File: src/rtl/sramc_pkg.sv
package sramc_pkg;

  typedef enum logic [2:0] {
    ST_IDLE,
    ST_READ_ACCESS,
    ST_WRITE_SETUP,
    ST_WRITE_PULSE,
    ST_WRITE_RECOVER,
    ST_TURNAROUND
  } sramcState_t;

  // Level strobes toward the pins, registered in the control.
  typedef struct packed {
    logic ceOn;
    logic weOn;
    logic oeOn;
    logic dataDrive;
  } sramcPins_t;

  // Full strobe bundle from control to datapath.
  typedef struct packed {
    sramcPins_t pins;
    logic       load;     // latch the request fields
    logic       capture;  // sample read data this edge
    logic       done;     // access finishes this edge
  } sramcStrobe_t;

endpackage

File: src/rtl/sramc_fsm.sv
module sramc_fsm
  import sramc_pkg::*;
#(
  parameter int READ_CYC    = 7,
  parameter int PULSE_CYC   = 4,
  parameter int RECOVER_CYC = 2,
  parameter int TURN_CYC    = 3
) (
  input  logic         clk,
  input  logic         rstN,
  input  logic         reqValid,
  input  logic         reqWrite,
  output logic         reqReady,
  output sramcStrobe_t stb
);

  localparam int MAX_A   = (READ_CYC > PULSE_CYC) ? READ_CYC : PULSE_CYC;
  localparam int MAX_B   = (RECOVER_CYC > TURN_CYC) ? RECOVER_CYC : TURN_CYC;
  localparam int CNT_MAX = (MAX_A > MAX_B) ? MAX_A : MAX_B;
  localparam int CNT_W   = (CNT_MAX < 2) ? 1 : $clog2(CNT_MAX);

  typedef logic [CNT_W-1:0] cnt_t;

  localparam cnt_t READ_LAST    = cnt_t'(READ_CYC - 1);
  localparam cnt_t PULSE_LAST   = cnt_t'(PULSE_CYC - 1);
  localparam cnt_t RECOVER_LAST = cnt_t'(RECOVER_CYC - 1);
  localparam cnt_t TURN_LAST    = cnt_t'(TURN_CYC - 1);

  sramcState_t state, stateNext;
  cnt_t        cnt, cntNext;
  logic        lastRead, lastReadNext;
  logic        load, capture, done;
  sramcPins_t  pinsQ;

  function automatic sramcPins_t decodePins(sramcState_t s, cnt_t c);
    sramcPins_t p;
    p.ceOn      = (s == ST_READ_ACCESS) || (s == ST_WRITE_SETUP) ||
                  (s == ST_WRITE_PULSE) || (s == ST_WRITE_RECOVER);
    p.weOn      = (s == ST_WRITE_PULSE);
    p.oeOn      = (s == ST_READ_ACCESS);
    p.dataDrive = (s == ST_WRITE_PULSE) ||
                  ((s == ST_WRITE_RECOVER) && (c == RECOVER_LAST));
    return p;
  endfunction

  always_comb begin
    stateNext    = state;
    cntNext      = cnt;
    lastReadNext = lastRead;
    load         = 1'b0;
    capture      = 1'b0;
    done         = 1'b0;
    reqReady     = 1'b0;
    case (state)
      ST_IDLE: begin
        reqReady = 1'b1;
        if (reqValid) begin
          load = 1'b1;
          if (reqWrite) begin
            if (lastRead) begin
              stateNext = ST_TURNAROUND;
              cntNext   = TURN_LAST;
            end else begin
              stateNext = ST_WRITE_SETUP;
            end
          end else begin
            stateNext = ST_READ_ACCESS;
            cntNext   = READ_LAST;
          end
        end
      end
      ST_READ_ACCESS: begin
        if (cnt == '0) begin
          capture      = 1'b1;
          done         = 1'b1;
          lastReadNext = 1'b1;
          stateNext    = ST_IDLE;
        end else begin
          cntNext = cnt - cnt_t'(1);
        end
      end
      ST_TURNAROUND: begin
        if (cnt == '0) stateNext = ST_WRITE_SETUP;
        else           cntNext   = cnt - cnt_t'(1);
      end
      ST_WRITE_SETUP: begin
        lastReadNext = 1'b0;
        stateNext    = ST_WRITE_PULSE;
        cntNext      = PULSE_LAST;
      end
      ST_WRITE_PULSE: begin
        if (cnt == '0) begin
          stateNext = ST_WRITE_RECOVER;
          cntNext   = RECOVER_LAST;
        end else begin
          cntNext = cnt - cnt_t'(1);
        end
      end
      ST_WRITE_RECOVER: begin
        if (cnt == '0) begin
          done      = 1'b1;
          stateNext = ST_IDLE;
        end else begin
          cntNext = cnt - cnt_t'(1);
        end
      end
      default: stateNext = ST_IDLE;
    endcase
  end

  always_ff @(posedge clk or negedge rstN) begin
    if (!rstN) begin
      state    <= ST_IDLE;
      cnt      <= '0;
      lastRead <= 1'b0;
      pinsQ    <= '0;
    end else begin
      state    <= stateNext;
      cnt      <= cntNext;
      lastRead <= lastReadNext;
      pinsQ    <= decodePins(stateNext, cntNext);
    end
  end

  assign stb.pins    = pinsQ;
  assign stb.load    = load;
  assign stb.capture = capture;
  assign stb.done    = done;


  accept_blocks_chk: assert property (@(posedge clk) disable iff (!rstN)
    (reqValid && reqReady) |=> !reqReady);


  turn_deselect_chk: assert property (@(posedge clk) disable iff (!rstN)
    (state == ST_TURNAROUND) |-> !pinsQ.ceOn && !pinsQ.dataDrive);

endmodule

File: src/rtl/sramc_datapath.sv
module sramc_datapath
  import sramc_pkg::*;
#(
  parameter int ADDR_W = 17,
  parameter int DATA_W = 16
) (
  input  logic                  clk,
  input  logic                  rstN,
  input  sramcStrobe_t          stb,
  input  logic [ADDR_W-1:0]     reqAddr,
  input  logic [DATA_W-1:0]     reqWdata,
  input  logic [DATA_W/8-1:0]   reqBeN,
  input  logic [DATA_W-1:0]     sramDin,
  output logic [ADDR_W-1:0]     sramAddr,
  output logic [DATA_W-1:0]     sramDout,
  output logic                  sramDoutEn,
  output logic                  sramCeN,
  output logic                  sramWeN,
  output logic                  sramOeN,
  output logic [DATA_W/8-1:0]   sramBeN,
  output logic                  rspValid,
  output logic [DATA_W-1:0]     rspRdata
);

  localparam int LANES = DATA_W / 8;

  logic [ADDR_W-1:0] addrQ;
  logic [DATA_W-1:0] wdataQ;
  logic [LANES-1:0]  beNQ;
  logic [DATA_W-1:0] rdataQ;
  logic              rspQ;

  always_ff @(posedge clk or negedge rstN) begin
    if (!rstN) begin
      addrQ  <= '0;
      wdataQ <= '0;
      beNQ   <= '1;
      rspQ   <= 1'b0;
    end else begin
      rspQ <= stb.done;
      if (stb.load) begin
        addrQ  <= reqAddr;
        wdataQ <= reqWdata;
        beNQ   <= reqBeN;
      end
    end
  end

  for (genvar l = 0; l < LANES; l++) begin : g_lane
    always_ff @(posedge clk or negedge rstN) begin
      if (!rstN)            rdataQ[l*8 +: 8] <= '0;
      else if (stb.capture) rdataQ[l*8 +: 8] <= beNQ[l] ? 8'h00 : sramDin[l*8 +: 8];
    end
  end

  assign sramAddr   = addrQ;
  assign sramDout   = wdataQ;
  assign sramDoutEn = stb.pins.dataDrive;
  assign sramCeN    = ~stb.pins.ceOn;
  assign sramWeN    = ~stb.pins.weOn;
  assign sramOeN    = ~stb.pins.oeOn;
  assign sramBeN    = stb.pins.ceOn ? beNQ : '1;
  assign rspValid   = rspQ;
  assign rspRdata   = rdataQ;


  addr_hold_chk: assert property (@(posedge clk) disable iff (!rstN)
    (!sramCeN && $past(!sramCeN)) |-> $stable(sramAddr));


  we_setup_chk: assert property (@(posedge clk) disable iff (!rstN)
    $fell(sramWeN) |-> ($past(!sramCeN) && $stable(sramAddr)));


  data_hold_chk: assert property (@(posedge clk) disable iff (!rstN)
    $rose(sramWeN) |-> (sramDoutEn && $stable(sramDout) && !sramCeN));


  no_contention_chk: assert property (@(posedge clk) disable iff (!rstN)
    !(sramDoutEn && !sramOeN));


  rsp_pulse_chk: assert property (@(posedge clk) disable iff (!rstN)
    rspValid |=> !rspValid);

endmodule

File: src/rtl/async_sram_ctrl.sv
module async_sram_ctrl
  import sramc_pkg::*;
#(
  parameter int ADDR_W     = 17,
  parameter int DATA_W     = 16,
  parameter int READ_CYC   = 7,
  parameter int WPULSE_CYC = 4,
  parameter int DSETUP_CYC = 3,
  parameter int WCYCLE_CYC = 7,
  parameter int TURN_CYC   = 3
) (
  input  logic                clk,
  input  logic                rst_n,
  input  logic                req_valid,
  output logic                req_ready,
  input  logic                req_write,
  input  logic [ADDR_W-1:0]   req_addr,
  input  logic [DATA_W-1:0]   req_wdata,
  input  logic [DATA_W/8-1:0] req_be_n,
  output logic                rsp_valid,
  output logic [DATA_W-1:0]   rsp_rdata,
  output logic [ADDR_W-1:0]   sram_addr,
  output logic [DATA_W-1:0]   sram_dout,
  output logic                sram_dout_en,
  input  logic [DATA_W-1:0]   sram_din,
  output logic                sram_ce_n,
  output logic                sram_we_n,
  output logic                sram_oe_n,
  output logic [DATA_W/8-1:0] sram_be_n
);

  localparam int PULSE_CYC   = (WPULSE_CYC > DSETUP_CYC) ? WPULSE_CYC : DSETUP_CYC;
  localparam int RECOVER_CYC = (WCYCLE_CYC > PULSE_CYC + 2) ? (WCYCLE_CYC - 1 - PULSE_CYC) : 1;

  sramcStrobe_t stb;

  sramc_fsm #(
    .READ_CYC   (READ_CYC),
    .PULSE_CYC  (PULSE_CYC),
    .RECOVER_CYC(RECOVER_CYC),
    .TURN_CYC   (TURN_CYC)
  ) uCtrl (
    .clk     (clk),
    .rstN    (rst_n),
    .reqValid(req_valid),
    .reqWrite(req_write),
    .reqReady(req_ready),
    .stb     (stb)
  );

  sramc_datapath #(
    .ADDR_W(ADDR_W),
    .DATA_W(DATA_W)
  ) uData (
    .clk       (clk),
    .rstN      (rst_n),
    .stb       (stb),
    .reqAddr   (req_addr),
    .reqWdata  (req_wdata),
    .reqBeN    (req_be_n),
    .sramDin   (sram_din),
    .sramAddr  (sram_addr),
    .sramDout  (sram_dout),
    .sramDoutEn(sram_dout_en),
    .sramCeN   (sram_ce_n),
    .sramWeN   (sram_we_n),
    .sramOeN   (sram_oe_n),
    .sramBeN   (sram_be_n),
    .rspValid  (rsp_valid),
    .rspRdata  (rsp_rdata)
  );


  we_strobe_chk: assert property (@(posedge clk) disable iff (!rst_n)
    !sram_we_n |-> (!sram_ce_n && sram_oe_n && sram_dout_en));


  idle_pins_chk: assert property (@(posedge clk) disable iff (!rst_n)
    req_ready |-> (sram_ce_n && sram_we_n && sram_oe_n && !sram_dout_en));

endmodule

File: config.mk
export PLATFORM = sky130hd
export DESIGN_NAME = async_sram_ctrl
export DESIGN_NICKNAME = d
export VERILOG_FILES = /design/src/rtl/sramc_pkg.sv /design/src/rtl/sramc_fsm.sv /design/src/rtl/sramc_datapath.sv /design/src/rtl/async_sram_ctrl.sv
export SDC_FILE = /design/constraint.sdc
export NUM_CORES = 1
export LEC_CHECK = 0
export CAP_MARGIN = 20
export CORE_MARGIN = 2
export CORE_UTILIZATION = 35
export CTS_BUF_LIST = sky130_fd_sc_hd__clkbuf_16
export DETAILED_ROUTE_END_ITERATION = 8
export DONT_BUFFER_PORTS = 1
export PLACE_DENSITY = 0.57
export SLEW_MARGIN = 0
export SYNTH_ARGS = -nofsm -noshare
export SYNTH_HDL_FRONTEND = slang
export SYNTH_HIERARCHICAL = 1
export SYNTH_SLANG_ARGS = --single-unit
File: constraint.sdc
create_clock -name clk -period 1.7 [get_ports clk]
set_input_delay 0.34 -clock clk [delete_from_list [all_inputs] [get_ports clk]]
set_output_delay 0.34 -clock clk [all_outputs]
set_load 0.01 [all_outputs]
Word level (Yosys, flattened, before mapping)

Cells that the tools add are included.

Input bits: 55
Bits in registers: 63

Mux-type cells: 24
$add $sub $neg: 1
Reduce and logical (&&, ||, !) cells: 11
Equal/unequal tests: 11
Bitwise logic cells: 3

Operator list:

| kind                                                                   | number |
|---|---|
| 3-bit two-way mux                                                      | 11 |
| 8-bit two-way mux                                                      | 2 |
| 3-bit one-hot mux with 5 select lines                                  | 1 |
| 3-bit by 2-bit equality test with 1-bit output (second input constant) | 4 |
| 3-bit one-hot mux with 4 select lines                                  | 1 |
| 3-bit by 1-bit equality test with 1-bit output (second input constant) | 3 |
| 3-bit equality test (second input constant)                            | 3 |
| 1-bit two-way mux                                                      | 7 |
| 3-bit logical NOT                                                      | 2 |
| 1-bit logical OR                                                       | 4 |
| 1-bit inverter                                                         | 3 |
| 3-bit OR reduction                                                     | 1 |
| 3-bit by 1-bit subtractor with 3-bit output (second input constant)    | 1 |
| 2-bit two-way mux                                                      | 1 |
| 2-bit by 1-bit != test with 1-bit output (second input constant)       | 1 |
| 1-bit one-hot mux with 2 select lines                                  | 1 |
| 2-bit AND reduction                                                    | 1 |
| 2-bit nonzero test                                                     | 1 |
| 2-bit OR reduction                                                     | 1 |
| 1-bit logical AND                                                      | 1 |

Depth between registers and ports, before layout

Word-level depth: 8
Depth in mapped cells: 10
Depth with buffers taken out: 10

Modules after synthesis

Netlist, hierarchy kept.

By module, submodules not included:

| module         | cells an instance | area an instance (um^2) | instances |
|---|---|---|---|
| sramc_datapath | 148               | 2,187.1                 | 1 |
| sramc_fsm      | 89                | 780.7                   | 1 |

Least setup slack after synthesis

Ideal clock, no wire load.

Kind: reg2reg
Start point: register uCtrl.state[2]
End point: register uData.addrQ[0] (netlist: uData/sramAddr[0])
Library setup time: 0.125 ns
Cell stages (with the launch flop): 8
Path slack: -0.091 ns
Data required time: 1.575 ns
Clock period less this slack: 1.791 ns
Data arrival time: 1.666 ns
Path buffers: 4
Cells stage by stage: dfrtp_1 -> buf_4 -> nor3_2 -> and2_1 -> buf_4 -> buf_6 -> buf_12 -> mux2_4

Word-level cells in the longest chain between the ends: 2

Ends and longest elaborated chain:

| element                  | line                 | source |
|---|---|---|
| start: declaration       | sramc_fsm.sv:29      | `sramcState_t state, stateNext;` |
| start signal: assignment | sramc_fsm.sv:118     | `state <= stateNext;` |
| 3-bit logical NOT        | sramc_fsm.sv:54      | `case (state)` |
| 1-bit two-way mux        | sramc_fsm.sv:54      |  |
| via uCtrl.load           | sramc_fsm.sv:32      | `logic load, capture, done;` |
| end signal: assignment   | sramc_datapath.sv:42 | `addrQ <= reqAddr;` |
| end: declaration         | sramc_datapath.sv:27 | `logic [ADDR_W-1:0] addrQ;` |

The timed path passes the listed nets, and every way through them passes these cells.
A chain may end at the register's enable or synchronous reset.

Worst setup path in the final report

Start point: register uCtrl.cnt[0]
End point: register uCtrl.pinsQ, in the netlist uCtrl/stb[3]

Word-level cells in the longest chain between the ends: 7
Elaborated cells on any way between the ends: 17

Ends and longest elaborated chain:

| element                                                                             | line             | source |
|---|---|---|
| start: declaration                                                                  | sramc_fsm.sv:30  | `cnt_t cnt, cntNext;` |
| start signal: assignment                                                            | sramc_fsm.sv:119 | `cnt <= cntNext;` |
| branches (longest 6 deep; another with 3-bit by 1-bit subtractor with 3-bit output) | --               |  |
| 1-bit logical OR *                                                                  | sramc_fsm.sv:41  | `p.dataDrive = (s == ST_WRITE_PULSE) \|\|` |
| end signal: assignment                                                              | sramc_fsm.sv:121 | `pinsQ <= decodePins(stateNext, cntNext);` |
| end: declaration                                                                    | sramc_fsm.sv:33  | `sramcPins_t pinsQ;` |

Every way passes the cells marked *.

==> flow_summary.html <==
<table>
<tr><th>Metric</th><th>Value</th></tr>
<tr><th colspan="2">Run status</th></tr>
<tr><td>Outcome</td><td>finished with violations</td></tr>
<tr><td>Failing checks</td><td>negative hold slack</td></tr>
<tr><th colspan="2">Place</th></tr>
<tr><td>Number of buffer cells added on primary ports</td><td>0</td></tr>
<tr><td>DP Wirelength</td><td>4150 um</td></tr>
<tr><td>Inst Count DP</td><td>340</td></tr>
<tr><td>Gp weighted congestion</td><td>0.790</td></tr>
<tr><td>Post-place instance area</td><td>0.00309 mm^2</td></tr>
<tr><th colspan="2">Finish</th></tr>
<tr><td>Final Instance Area</td><td>0.00344 mm^2</td></tr>
<tr><td># diodes</td><td>0</td></tr>
<tr><td>Proportion of layout cells with a drive suffix above 1</td><td>0.348</td></tr>
<tr><td>Layout net count</td><td>306</td></tr>
<tr><td>Multi-input gate area in the final layout</td><td>0.00118 mm^2</td></tr>
<tr><td>Number of inserted filler cells in the final layout</td><td>802</td></tr>
<tr><td>Sequential cell area</td><td>0.00158 mm^2</td></tr>
<tr><td>Final Util</td><td>0.419</td></tr>
<tr><td>Count of placed standard cells in the final layout, fillers left out</td><td>358</td></tr>
<tr><td>Layout overhead on the synthesized area</td><td>16.1%</td></tr>
<tr><th colspan="2">GRT</th></tr>
<tr><td>Global router's overall resource usage</td><td>0.129</td></tr>
<tr><td>Via count of the first global-routing pass</td><td>1,695</td></tr>
<tr><td>Number of antenna violations at the first check in global routing</td><td>0</td></tr>
<tr><td>Global route overflow</td><td>0</td></tr>
<tr><td>Maximum number of pins on one net before global-route repair</td><td>64</td></tr>
<tr><td>Global-route wire length before repair</td><td>8800 um</td></tr>
<tr><th colspan="2">Timing</th></tr>
<tr><td>Number of hold violations in the final report</td><td>63</td></tr>
<tr><td>Setup repair after global routing missed its margin</td><td>true</td></tr>
<tr><td>Highest clock frequency the design can meet</td><td>602 MHz</td></tr>
<tr><td>Sum of negative setup slack</td><td>0 ps</td></tr>
<tr><td>Total of endpoints with negative setup slack in the final report</td><td>0</td></tr>
<tr><td>Worst-case hold slack</td><td>-291 ps</td></tr>
<tr><td>Count of pins over their slew limit</td><td>0</td></tr>
<tr><td>Measured slew at the worst slew-check pin</td><td>373 ps</td></tr>
<tr><td>Worst slew margin relative to its limit</td><td>0.750</td></tr>
<tr><td>Skew final</td><td>7.73 ps</td></tr>
<tr><td>Period utilization</td><td>0.977</td></tr>
<tr><td>Final min period</td><td>1660 ps</td></tr>
<tr><th colspan="2">Critical path</th></tr>
<tr><td>Most Frequent Cell on Critical Path</td><td>inv_2</td></tr>
<tr><td>Series of cell instances along the critical path</td><td>inv_2, ha_4, nor2b_4, inv_2, ha_1, o22ai_1, nor3_2, nand2_1, o32ai_2</td></tr>
<tr><td>Crit Path Class</td><td>flop to flop</td></tr>
<tr><td>Worst endpoint required time</td><td>1920 ps</td></tr>
<tr><td>Startpoint of the most critical register-to-register path</td><td>uCtrl/cnt[0]$_DFF_PN0_</td></tr>
<tr><td>Critical path fanouts, max</td><td>2</td></tr>
<tr><td>Worst-case reg-to-reg path depth</td><td>9</td></tr>
<tr><td>Critical path capture point type</td><td>flop</td></tr>
<tr><td>Slowest cell on crit path</td><td>dfrtp_1</td></tr>
<tr><td>Largest stage delay on the critical path</td><td>380 ps</td></tr>
<tr><td>Crit path buffers/inverters</td><td>2</td></tr>
<tr><td>Capturing point of the worst reg2reg path</td><td>uCtrl/stb[3]$_DFF_PN0_</td></tr>
<tr><td>Family of cells with the greatest summed delay on the critical path</td><td>adder cells</td></tr>
<tr><td>Nature of the critical path startpoint</td><td>flop</td></tr>
<tr><td>Critical path data arrival time</td><td>1890 ps</td></tr>
<tr><td>Worst setup path startpoint</td><td>uCtrl/cnt[0]$_DFF_PN0_</td></tr>
<tr><td>Minimum setup slack among reg-to-reg paths</td><td>40 ps</td></tr>
<tr><th colspan="2">Floorplan</th></tr>
<tr><td>Die width</td><td>96.1 um</td></tr>
<tr><td>Count of pins on the block boundary</td><td>112</td></tr>
<tr><td>Height of the die</td><td>96.1 um</td></tr>
<tr><td>Core region area</td><td>0.00822 mm^2</td></tr>
<tr><td>Initial standard-cell utilization of the core</td><td>0.361</td></tr>
<tr><td>Placement Rows</td><td>33</td></tr>
<tr><td>Floorplan die area</td><td>0.00923 mm^2</td></tr>
<tr><th colspan="2">Drt</th></tr>
<tr><td>Vias</td><td>1,734</td></tr>
<tr><td>Detailed Route WL</td><td>6090 um</td></tr>
<tr><td>Count of routing violations after the opening detailed-route iteration</td><td>43</td></tr>
<tr><td>DR pass1 iterations</td><td>4</td></tr>
<tr><td>Via density</td><td>4.84</td></tr>
<tr><td>WL met1</td><td>2740 um</td></tr>
<tr><td>DRC violation count after routing</td><td>0</td></tr>
<tr><td>Antenna Violating Nets Remaining</td><td>0</td></tr>
<tr><td>Wire length per cell</td><td>17.0 um</td></tr>
<tr><td>Met2 Routed Length</td><td>2830 um</td></tr>
<tr><td>Top Metal Used</td><td>met4</td></tr>
<tr><td>Wire length on met3</td><td>468 um</td></tr>
<tr><th colspan="2">CTS</th></tr>
<tr><td>Clock tree from TritonCTS</td><td>built</td></tr>
<tr><td>Root Buffer Master</td><td>clkbuf_16</td></tr>
<tr><td>Number of H-tree branching levels</td><td>3</td></tr>
<tr><td>Maximum clock path buffer count</td><td>2</td></tr>
<tr><td>Clock latency at the later pin of the worst-skew pair</td><td>320 ps</td></tr>
<tr><td>Clk pin slew, worst setup/hold paths</td><td>60 ps</td></tr>
<tr><td>Sink Count</td><td>63</td></tr>
<tr><td>Number of clock buffers inserted by TritonCTS</td><td>9</td></tr>
<tr><th colspan="2">Pwr</th></tr>
<tr><td>Design Power</td><td>7.37 mW</td></tr>
<tr><td>Highest ir drop seen on vdd</td><td>0.759 mV</td></tr>
<tr><td>Power density of the placed cells</td><td>2140 mW/mm^2</td></tr>
<tr><td>Leakage power total</td><td>1.52 nW</td></tr>
<tr><th colspan="2">Synth</th></tr>
<tr><td>Sequential share of the synthesized area</td><td>0.532</td></tr>
<tr><td>Area leader, netlist</td><td>dfrtp_1</td></tr>
<tr><td>Number of enable flip-flop cells after synthesis</td><td>0</td></tr>
<tr><td>Count of unique library cells instantiated by Yosys</td><td>40</td></tr>
<tr><td>Leading cell types by count after synthesis</td><td>dfrtp_1, mux2_4, inv_1, o21ai_0, nand3b_1</td></tr>
<tr><td>Post-Synthesis Cells</td><td>237</td></tr>
<tr><td>Post-synthesis instance area</td><td>0.00297 mm^2</td></tr>
<tr><td>Synth Flop Type</td><td>dfrtp_1</td></tr>
<tr><td>Flop and latch count out of synthesis</td><td>63</td></tr>
<tr><td>Top cells by area, synth</td><td>dfrtp_1, mux2_4, nand3b_1</td></tr>
<tr><td>Mean instance size in the synthesized netlist</td><td>12.5 um^2</td></tr>
<tr><td>Top-area cell type share of the netlist area</td><td>0.514</td></tr>
<tr><td>Synthesized netlist net count</td><td>295</td></tr>
<tr><td>Syn. warnings</td><td>6</td></tr>
<tr><td>Share of synthesized flip-flops with an asynchronous set or reset</td><td>1.00</td></tr>
<tr><td>Cell with the most instances after synthesis</td><td>dfrtp_1</td></tr>
<tr><th colspan="2">Min path</th></tr>
<tr><td>Worst Hold Class</td><td>input port to async pin</td></tr>
<tr><th colspan="2">Run</th></tr>
<tr><td>Max-cap violations</td><td>0</td></tr>
</table>
worst register-to-register path, stage by stage (launching register included):
cell and delay (ps):
dfrtp_1 380, inv_2 90, ha_4 130, nor2b_4 140, inv_2 40, ha_1 260, o22ai_1 80, nor3_2 140
nand2_1 80, o32ai_2 210
power breakdown:
group | total, mW | switching, mW | internal, mW
sequential | 3.05 | 0.812 | 2.23
combinational | 2.41 | 1.05 | 1.35
clock | 1.92 | 0.646 | 1.27
placed cells by master, fill, tap and decap left out, types with 2 or more instances in the layout:
cell / n
nor2_1: 4
nor3_4: 2
inv_1: 22
mux2_4: 30
o22ai_1: 3
nand2_1: 13
dfstp_2: 2
o21ai_1: 5
nor3_1: 4
inv_2: 5
buf_4: 14
a311oi_2: 2
nand2b_1: 3
buf_12: 2
bufinv_16: 2
dfrtp_1: 61
clkbuf_16: 9
a21oi_1: 4
o21ai_0: 18
mux2_2: 5
nand3b_1: 16
clkinv_2: 3
a31oi_1: 2
cell type report:
class                   count  area share
flip-flops and latches     63       0.458
multi-input cells         132       0.342
clock buffers               9      0.0654
repair buffers             16      0.0421
well taps                 105      0.0381
inverters                  26      0.0283
clock inverters             7      0.0254
cells by family (layout without fill, tap and decap cells):
group           Yosys count  in the layout  share of synthesized area
mux                      35             35                      0.171
compound gates           43             43                     0.0970
buf+inv                  42             58                     0.0847
simple gates             50             50                     0.0999
fa+ha+maj                 3              3                     0.0126
xor+xnor                  1              1                    0.00295
flops                    63             63                      0.532
metrics by stage:
step,setup slack (ps),hold slack [ps]
2_1_floorplan,-46.6,44.4
3_3_place_gp,32.2,45.8
3_5_place_dp,-43.4,45.7
4_1_cts,-27.9,-303
5_1_grt,-35.9,-312
6_report,38.6,-291
flip-flops by register name (all words and copies together), names as in the netlist:
| signal | cells |
|---|---|
| uCtrl/lastRead | 1 |
| uData/rspRdata | 16 |
| uCtrl/stb | 4 |
| uData/rspValid | 1 |
| uCtrl/state | 3 |
| uData/sramAddr | 17 |
| uData/beNQ | 2 |
| uData/sramDout | 16 |
| uCtrl/cnt | 3 |
worst max-delay path by stage:
stage	depth (start not counted)	end
after floorplan	9	uCtrl/stb[3]$_DFF_PN0_
after global placement	8	uCtrl/stb[3]$_DFF_PN0_
after detailed placement	9	uCtrl/stb[3]$_DFF_PN0_
after CTS	9	uCtrl/stb[3]$_DFF_PN0_
after global routing	9	uCtrl/stb[3]$_DFF_PN0_
final	9	uCtrl/stb[3]$_DFF_PN0_
routing by layer:
layer,track usage,vias up
met2,0.195,69
met4,0.0607,0
met3,0.0423,7
li1,-,829
met1,0.168,829
met5,0,-
what timing repair did:
action | 4_1_cts | 5_1_grt
endpoints found under the setup margin | 2 | 17
endpoints found under the hold margin | 63 | 63
setup buffers | 1 | 1
pin swaps | 1 | 2
gates resized for setup | 5 | 5
No activity file was read; power rests on OpenSTA's default activity.
